==> src/rtl/pwm_pc_pkg.sv <==
package pwm_pc_pkg;
    typedef enum logic [1:0] {
        MODE_HOLD_A = 2'd0,
        MODE_HOLD_B = 2'd1,
        MODE_NONINV = 2'd2,
        MODE_INV    = 2'd3
    } pwm_mode_e;

    localparam int FLAG_CMP = 0;
    localparam int FLAG_BOT = 1;
    localparam int NUM_FLAGS = 2;
endpackage

==> src/rtl/pwm_pc_counter.sv <==
module pwm_pc_counter #(
    parameter int CNT_W = 8
) (
    input  logic             clk,
    input  logic             rst,
    input  logic             tick,
    output logic [CNT_W-1:0] cnt,
    output logic             up,
    output logic             at_top,
    output logic             at_bottom
);
    localparam logic [CNT_W-1:0] TOP = '1;
    localparam logic [CNT_W-1:0] BOT = '0;

    typedef struct packed {
        logic [CNT_W-1:0] cnt;
        logic             up;
    } cnt_state_t;

    cnt_state_t st_d, st_q;

    always_comb begin
        st_d      = st_q;
        at_top    = 1'b0;
        at_bottom = 1'b0;
        if (tick) begin
            if (st_q.up) begin
                if (st_q.cnt == TOP) begin
                    st_d.cnt = TOP - 1'b1;
                    st_d.up  = 1'b0;
                end else begin
                    st_d.cnt = st_q.cnt + 1'b1;
                end
            end else begin
                if (st_q.cnt == BOT) begin
                    st_d.cnt = BOT + 1'b1;
                    st_d.up  = 1'b1;
                end else begin
                    st_d.cnt = st_q.cnt - 1'b1;
                end
            end
            at_top    = (st_d.cnt == TOP);
            at_bottom = (st_d.cnt == BOT);
        end
    end

    always_ff @(posedge clk) begin
        if (rst) begin
            st_q.cnt <= BOT;
            st_q.up  <= 1'b1;
        end else begin
            st_q <= st_d;
        end
    end

    assign cnt = st_q.cnt;
    assign up  = st_q.up;
endmodule

==> src/rtl/pwm_pc_compare.sv <==
module pwm_pc_compare
    import pwm_pc_pkg::*;
#(
    parameter int CNT_W = 8
) (
    input  logic             clk,
    input  logic             rst,
    input  logic             tick,
    input  logic             wr_en,
    input  logic [CNT_W-1:0] wr_val,
    input  pwm_mode_e        mode,
    input  logic [CNT_W-1:0] cnt,
    input  logic             up,
    input  logic             load,
    output logic             pwm,
    output logic             hit,
    output logic [CNT_W-1:0] active
);
    localparam logic [CNT_W-1:0] TOP = '1;
    localparam logic [CNT_W-1:0] BOT = '0;

    typedef struct packed {
        logic [CNT_W-1:0] shadow;
        logic [CNT_W-1:0] active;
        logic             out;
    } cmp_state_t;

    cmp_state_t st_d, st_q;
    logic       drive_hi;

    always_comb begin
        st_d     = st_q;
        hit      = tick && (cnt == st_q.active);
        drive_hi = 1'b0;
        if (load) begin
            st_d.active = st_q.shadow;
        end
        if (wr_en) begin
            st_d.shadow = wr_val;
        end
        if (cnt == TOP) begin
            drive_hi = 1'b1;
        end else if (cnt == BOT) begin
            drive_hi = 1'b0;
        end else begin
            drive_hi = ~up;
        end
        if (hit) begin
            case (mode)
                MODE_NONINV: st_d.out = drive_hi;
                MODE_INV:    st_d.out = ~drive_hi;
                default:     st_d.out = st_q.out;
            endcase
        end
    end

    always_ff @(posedge clk) begin
        if (rst) begin
            st_q <= '0;
        end else begin
            st_q <= st_d;
        end
    end

    assign pwm    = st_q.out;
    assign active = st_q.active;
endmodule

==> src/rtl/pwm_pc_flag.sv <==
module pwm_pc_flag (
    input  logic clk,
    input  logic rst,
    input  logic set,
    input  logic clr,
    output logic flag
);
    typedef struct packed {
        logic flag;
    } flag_state_t;

    flag_state_t st_d, st_q;

    always_comb begin
        st_d      = st_q;
        st_d.flag = set | (st_q.flag & ~clr);
    end

    always_ff @(posedge clk) begin
        if (rst) begin
            st_q <= '0;
        end else begin
            st_q <= st_d;
        end
    end

    assign flag = st_q.flag;
endmodule

==> src/rtl/pwm_phase_timer.sv <==
module pwm_phase_timer
    import pwm_pc_pkg::*;
#(
    parameter int CNT_W = 8
) (
    input  logic             clk,
    input  logic             rst,
    input  logic             tick_en,
    input  logic             cmp_wr,
    input  logic [CNT_W-1:0] cmp_wdata,
    input  logic [1:0]       out_mode,
    input  logic             cmp_flag_clr,
    input  logic             ovf_flag_clr,
    output logic             pwm_out,
    output logic             cmp_flag,
    output logic             ovf_flag
);
    logic [CNT_W-1:0]     cnt_w;
    logic [CNT_W-1:0]     active_w;
    logic                 up_w;
    logic                 top_w;
    logic                 bot_w;
    logic                 hit_w;
    logic [NUM_FLAGS-1:0] flag_set;
    logic [NUM_FLAGS-1:0] flag_clr;
    logic [NUM_FLAGS-1:0] flag_q;
    pwm_mode_e            mode_w;

    assign mode_w = pwm_mode_e'(out_mode);

    pwm_pc_counter #(.CNT_W(CNT_W)) u_counter (
        .clk       (clk),
        .rst       (rst),
        .tick      (tick_en),
        .cnt       (cnt_w),
        .up        (up_w),
        .at_top    (top_w),
        .at_bottom (bot_w)
    );

    pwm_pc_compare #(.CNT_W(CNT_W)) u_compare (
        .clk    (clk),
        .rst    (rst),
        .tick   (tick_en),
        .wr_en  (cmp_wr),
        .wr_val (cmp_wdata),
        .mode   (mode_w),
        .cnt    (cnt_w),
        .up     (up_w),
        .load   (top_w),
        .pwm    (pwm_out),
        .hit    (hit_w),
        .active (active_w)
    );

    assign flag_set[FLAG_CMP] = hit_w;
    assign flag_set[FLAG_BOT] = bot_w;
    assign flag_clr[FLAG_CMP] = cmp_flag_clr;
    assign flag_clr[FLAG_BOT] = ovf_flag_clr;

    for (genvar i = 0; i < NUM_FLAGS; i++) begin : g_flag
        pwm_pc_flag u_flag (
            .clk  (clk),
            .rst  (rst),
            .set  (flag_set[i]),
            .clr  (flag_clr[i]),
            .flag (flag_q[i])
        );
    end

    assign cmp_flag = flag_q[FLAG_CMP];
    assign ovf_flag = flag_q[FLAG_BOT];
endmodule

==> config.mk <==
export PLATFORM = sky130hd
export DESIGN_NAME = pwm_phase_timer
export DESIGN_NICKNAME = d
export VERILOG_FILES = /design/src/rtl/pwm_pc_pkg.sv /design/src/rtl/pwm_pc_counter.sv /design/src/rtl/pwm_pc_compare.sv /design/src/rtl/pwm_pc_flag.sv /design/src/rtl/pwm_phase_timer.sv
export SDC_FILE = /design/constraint.sdc
export NUM_CORES = 1
export LEC_CHECK = 0
export BUFFER_PORTS_ARGS = -buffer_cell sky130_fd_sc_hd__buf_2
export CORE_ASPECT_RATIO = 1.5
export CORE_MARGIN = 2
export CORE_UTILIZATION = 64
export CTS_BUF_LIST = sky130_fd_sc_hd__clkbuf_2
export DETAILED_ROUTE_END_ITERATION = 16
export PLACE_DENSITY = 0.83
export SLEW_MARGIN = 40
export SYNTH_ARGS = -nofsm -noshare
export SYNTH_HDL_FRONTEND = slang
export SYNTH_SLANG_ARGS = --single-unit
==> constraint.sdc <==
create_clock -name clk -period 4.5 [get_ports clk]
set_input_delay 0.9 -clock clk [delete_from_list [all_inputs] [get_ports clk]]
set_output_delay 0.9 -clock clk [all_outputs]
set_load 0.1 [all_outputs]
* Word level (Yosys, flattened, before mapping)
Cells that the tools add are included.
W data, S select, Z words.
** Word-level totals
- Bits in registers :: 28
- Bits in latches :: 0
- Bits in writable memories :: 0
- Bits in read-only memories :: 0
- Bits of input ports :: 16
- Logic and storage cells :: 38
- Memories :: 0
** Operators by class
- $add $sub $neg :: 2
- Multipliers :: 0
- Divide/modulo/power cells :: 0
- $lt $le $gt $ge :: 0
- Equality and inequality tests :: 5
- Shift operators :: 0
- Muxes and demuxes :: 11
- Bitwise logic cells :: 8
- Reductions and logical operators :: 5
** Operators with widths (count)
- $mux W9 :: 2
- $eq A8 B8 Y1 const B :: 2
- $logic_not A8 Y1 :: 2
- $mux W8 :: 2
- $add A8 B1 Y8 const B :: 1
- $eq A8 B8 Y1 :: 1
- $sub A8 B1 Y8 const B :: 1
- $mux W1 :: 6
- $eq A2 B2 Y1 const B :: 2
- $not A1 Y1 :: 4
- $and A1 B1 Y1 :: 2
- $or A1 B1 Y1 :: 2
- $pmux W1 S2 :: 1
- $reduce_and A2 Y1 :: 1
- $reduce_bool A2 Y1 :: 1
- $logic_and A1 B1 Y1 :: 1

* Depth between registers and ports, before layout
- Depth after elaboration :: 7
- Gate-level depth with buffers :: 10

* By module
From an unflattened synthesis, not the netlist that was laid out.
** Second synthesis, totals
- Cells, all modules :: 216
- Area, all modules :: 1810.5 µm²
** By module, submodules not included
- pwm_pc_counter :: instances 1, cells an instance 119, area each 889.6 µm², sequential area each 180.2 µm²
- pwm_pc_compare :: instances 1, cells an instance 89, area each 843.3 µm², sequential area each 340.3 µm²
- pwm_pc_flag :: instances 2, cells an instance 4, area each 38.8 µm², sequential area each 20.0 µm²

* Worst setup path after synthesis
Ideal clock, no wire load.
- Path kind :: flip-flop to flip-flop
- Start point :: register u_counter.cnt[1] (netlist name)
- End point :: register u_compare.st_q, in the netlist u_compare.active[0]
- Library setup time :: 0.119 ns
- Arrival time :: 2.446 ns
- Data required time :: 4.381 ns
- Slack :: 1.935 ns
- Stages on the path, launching flop included :: 11
- Clock period less this slack :: 2.565 ns
- Cell sequence :: dfxtp_1 > buf_6 > inv_1 > ha_1 > or4b_1 > nor4b_1 > a211oi_1 > nand3b_1 > or4_4 > buf_6 > mux2i_1
** Between the ends
- Cells in the longest elaborated chain, start to end :: 6
** Ends and longest elaborated chain
- $sub A8 B1 Y8 (tied with other cells) :: RTL line pwm_pc_counter.sv:39 : st_d.cnt = st_q.cnt - 1'b1;
- $mux W8 (on tied branches) :: RTL line pwm_pc_counter.sv:35, pwm_pc_counter.sv:28
- $mux W9 * :: RTL line pwm_pc_counter.sv:27 : if (st_q.up) begin
- $mux W9 * :: RTL line pwm_pc_counter.sv:26 : if (tick) begin
- $eq A8 B8 Y1 * :: RTL line pwm_pc_counter.sv:42 : at_top = (st_d.cnt == TOP);
- $mux W1 * :: RTL line pwm_pc_counter.sv:26
- to (signal assigned) :: RTL line pwm_pc_compare.sv:61 : st_q <= st_d;
- to (decl) :: RTL line pwm_pc_compare.sv:28 : cmp_state_t st_d, st_q;
Mark *: on every way between the ends. The rest lies on a longest branch, timed or not. The select of a mux whose other input is x is not followed.
A chain may end at the register's enable or synchronous reset.

* Worst setup path in the final report
- Start point :: register u_counter.cnt[0] (netlist name)
- End point :: register u_compare.st_q, in the netlist u_compare.active[1]
** Between the ends
- Cells in the longest elaborated chain, start to end :: 6
** Ends and longest elaborated chain (RTL line)
- $sub A8 B1 Y8 (tied with other cells) :: pwm_pc_counter.sv:39
- $mux W8 (on tied branches) :: pwm_pc_counter.sv:35, pwm_pc_counter.sv:28
- $mux W9 * :: pwm_pc_counter.sv:27
- $mux W9 * :: pwm_pc_counter.sv:26
- $eq A8 B8 Y1 * :: pwm_pc_counter.sv:42
- $mux W1 * :: pwm_pc_counter.sv:26
Marks and branches as above.

==> flow_summary.json <==
{
  "grt_pass1_vias": 1346,
  "post-route-period-util": 0.6641,
  "synthArstFlopShare": 0,
  "drtAntennaViolNets": 0,
  "syn_inst": 194,
  "hpwl_um": 2641,
  "tightest_slew_ns": 0.6386,
  "crit_arrival_ns": 3.30,
  "vdd_drop_max_uv": 174.9,
  "final_nets": 222,
  "synth_seq_area_share": 0.3462,
  "slew_violations": 0,
  "dpl_cell_area_um2": 1668,
  "synth.top_cell.area_share": 0.3462,
  "clock_latency_ns": 0.36,
  "wirelength_um": 3476,
  "critPathCaptureType": "register",
  "grt_pass1_wl_um": 5989,
  "cp_num_buf_inv": 1,
  "ys_ff_latch": 28,
  "rows": 22,
  "finish.utilization": 0.6963,
  "critPathLaunchType": "register",
  "ctsHoldBuffers": 0,
  "finalHoldViolations": 0,
  "vias_per_cell": 6.420,
  "multiInputGateArea_um2": 960.9,
  "status": "finished clean",
  "worstPathCellList": "inv_1 > ha_1 > or4b_1 > nor4b_1 > a211oi_1 > nand3b_1 > or4_4 > mux2i_1",
  "root_buffer": "clkbuf_2",
  "ys.flop_type": "dfxtp_1",
  "numCtsBuffers": 3,
  "tns_ns": 0,
  "synthTopCellsByArea": "dfxtp_1 35%, mux2i_1 9.9%, xnor2_1 6.0%",
  "first_iter_violations": 47,
  "clockBufferDepth": 2,
  "core_area_um2": 2422,
  "portBuffers": 18,
  "ff_latch_area_um2": 560.5,
  "first_pass_iters": 4,
  "antenna_found_initial": 0,
  "cts_tree": "built",
  "powerDensity_nw_per_um2": 286.5,
  "max_freq_mhz": 334.6,
  "postSynthAreaPerCell_um2": 8.346,
  "path_delay_family": "simple AND/OR/NAND/NOR gates",
  "drive_above_1_share": 0.1238,
  "cts-htree-levels": 1,
  "fin_crit_ns": 2.988,
  "cp_max_fo": 8,
  "die_h_um": 65.60,
  "gp_congestion": 1.005,
  "nFillCells": 206,
  "crit_slowest_cell": "or4_4",
  "n_antenna_cell": 0,
  "clk_pin_slew_worst_paths_ns": 0.24,
  "path_class": "reg -> reg",
  "synth_edf_count": 0,
  "p_leak_nw": 0.7253,
  "relSlewSlack": 0.5733,
  "grt_max_degree": 25,
  "cts.sinks": 28,
  "setup_viol": 0,
  "hp-class": "reg -> reg",
  "synth.largest_area_cell": "dfxtp_1",
  "dieArea_um2": 2956,
  "start_util": 0.6684,
  "num_vias": 1451,
  "cts_resized": 0,
  "synthDistinctLibCells": 42,
  "post-route-cell-area_um2": 1687,
  "ios": 19,
  "grt.overflow.total": 0,
  "post_cts_buffers": 0,
  "slowest_delay_ns": 0.65,
  "r2r_slack_ns": 1.51,
  "area_growth_pct": 4.173,
  "whs_ns": 0.4705,
  "die_w_um": 45.07,
  "totalPowerFinal_w": 0.0004833,
  "synth_area_um2": 1619,
  "drc": 0,
  "wl_per_cell_um": 15.38,
  "drv_cap": 0,
  "rsz0062_at_grt": "false",
  "track_usage": 0.2723,
  "fin_worst_skew_ns": 0.002652,
  "yosysWarnings": 0,
  "worst_ep_required_time_ns": 4.81,
  "syn_nets": 213
}
==> cells in the mapped netlist, types with 3 or more instances <==
library cell	number
buf_2	3
nor3_1	7
ha_1	3
dfxtp_1	28
nor3b_1	3
inv_1	6
nand3_1	5
nor4_1	3
a211oi_1	8
o21ai_0	4
nand4_1	4
a21oi_1	6
clkbuf_1	7
xnor2_1	11
nand2b_1	7
and3_1	3
nor2_1	20
nand2_1	19
mux2i_1	16
==> placed cells by master, fill, tap and decap left out, types with 2 or more instances in the layout <==
| cell | count |
|---|---|
| a211o_1 | 2 |
| and3_1 | 3 |
| xor2_1 | 2 |
| nor3b_1 | 3 |
| a31oi_1 | 2 |
| dfxtp_1 | 28 |
| nor3_1 | 7 |
| a211oi_1 | 8 |
| nand2b_1 | 7 |
| xnor2_1 | 11 |
| nand4b_1 | 2 |
| buf_2 | 18 |
| o21ai_0 | 4 |
| inv_1 | 6 |
| clkinv_1 | 2 |
| nor2_1 | 20 |
| nand4_1 | 4 |
| nor4_1 | 3 |
| nand2_1 | 19 |
| nor2b_1 | 2 |
| mux2i_1 | 16 |
| nand3_1 | 5 |
| a21oi_1 | 6 |
| clkbuf_2 | 3 |
| o22ai_1 | 2 |
| ha_1 | 3 |
==> routing by layer <==
metal	part of all wire	track usage
met1	0.39	0.3033
met2	0.54	0.4821
met3	0.041	0.03297
met4	0.033	0.1397
met5	0	0
==> power by group <==
part	switching [W]	internal [W]	leakage, nW
registers	0.0000215	0.000260	0.229
clock network	0.0000706	0.0000193	0.0140
logic	0.0000647	0.0000472	0.482
==> final timing paths <==
path / from / endpoint / cells after the start
worst max-delay path: u_counter.cnt[0] / u_compare.active[1] / 8
worst min-delay path: u_compare.st_q[11] / u_compare.active[2] / 2
worst max register to register: u_counter.cnt[0] / u_compare.active[1] / 8
worst min register to register: u_compare.st_q[11] / u_compare.active[2] / 2
==> flip-flops by register name, summed over array words and instances (netlist names) <==
| name | cells |
|---|---|
| u_counter.cnt | 8 |
| u_compare.pwm | 1 |
| g_flag.u_flag.flag | 2 |
| u_compare.st_q | 8 |
| u_compare.active | 8 |
| u_counter.up | 1 |
==> tightest hold or removal path, stage by stage, from the launching register on <==
cell     delay (ns)
dfxtp_1        0.37
nand2_1        0.05
mux2i_1        0.05
==> cell type report <==
cell class / count / area share
flip-flops and latches: 28 / 0.3323
clock buffers: 3 / 0.008902
well taps: 24 / 0.01780
clock inverters: 1 / 0.002226
multi-input cells: 145 / 0.5697
repair buffers: 18 / 0.05341
inverters: 7 / 0.01558
==> metrics by stage <==
stage	worst slack [ns]	cells
after floorplan	1.935	194
after global placement	1.631	222
after detailed placement	1.519	222
after CTS	1.510	226
after global routing	1.341	226
final	1.512	226
==> cells by family after synthesis <==
group | Yosys count | synth area share
xor gates and xnor gates | 13 | 0.07033
muxes | 16 | 0.09892
AOI/OAI and AO/OA | 30 | 0.1298
buffers and inverters | 21 | 0.06028
DFF | 28 | 0.3462
and+or+nand+nor | 83 | 0.2713
adders and majority gates | 3 | 0.02319
No activity file was read; power rests on OpenSTA's default activity.
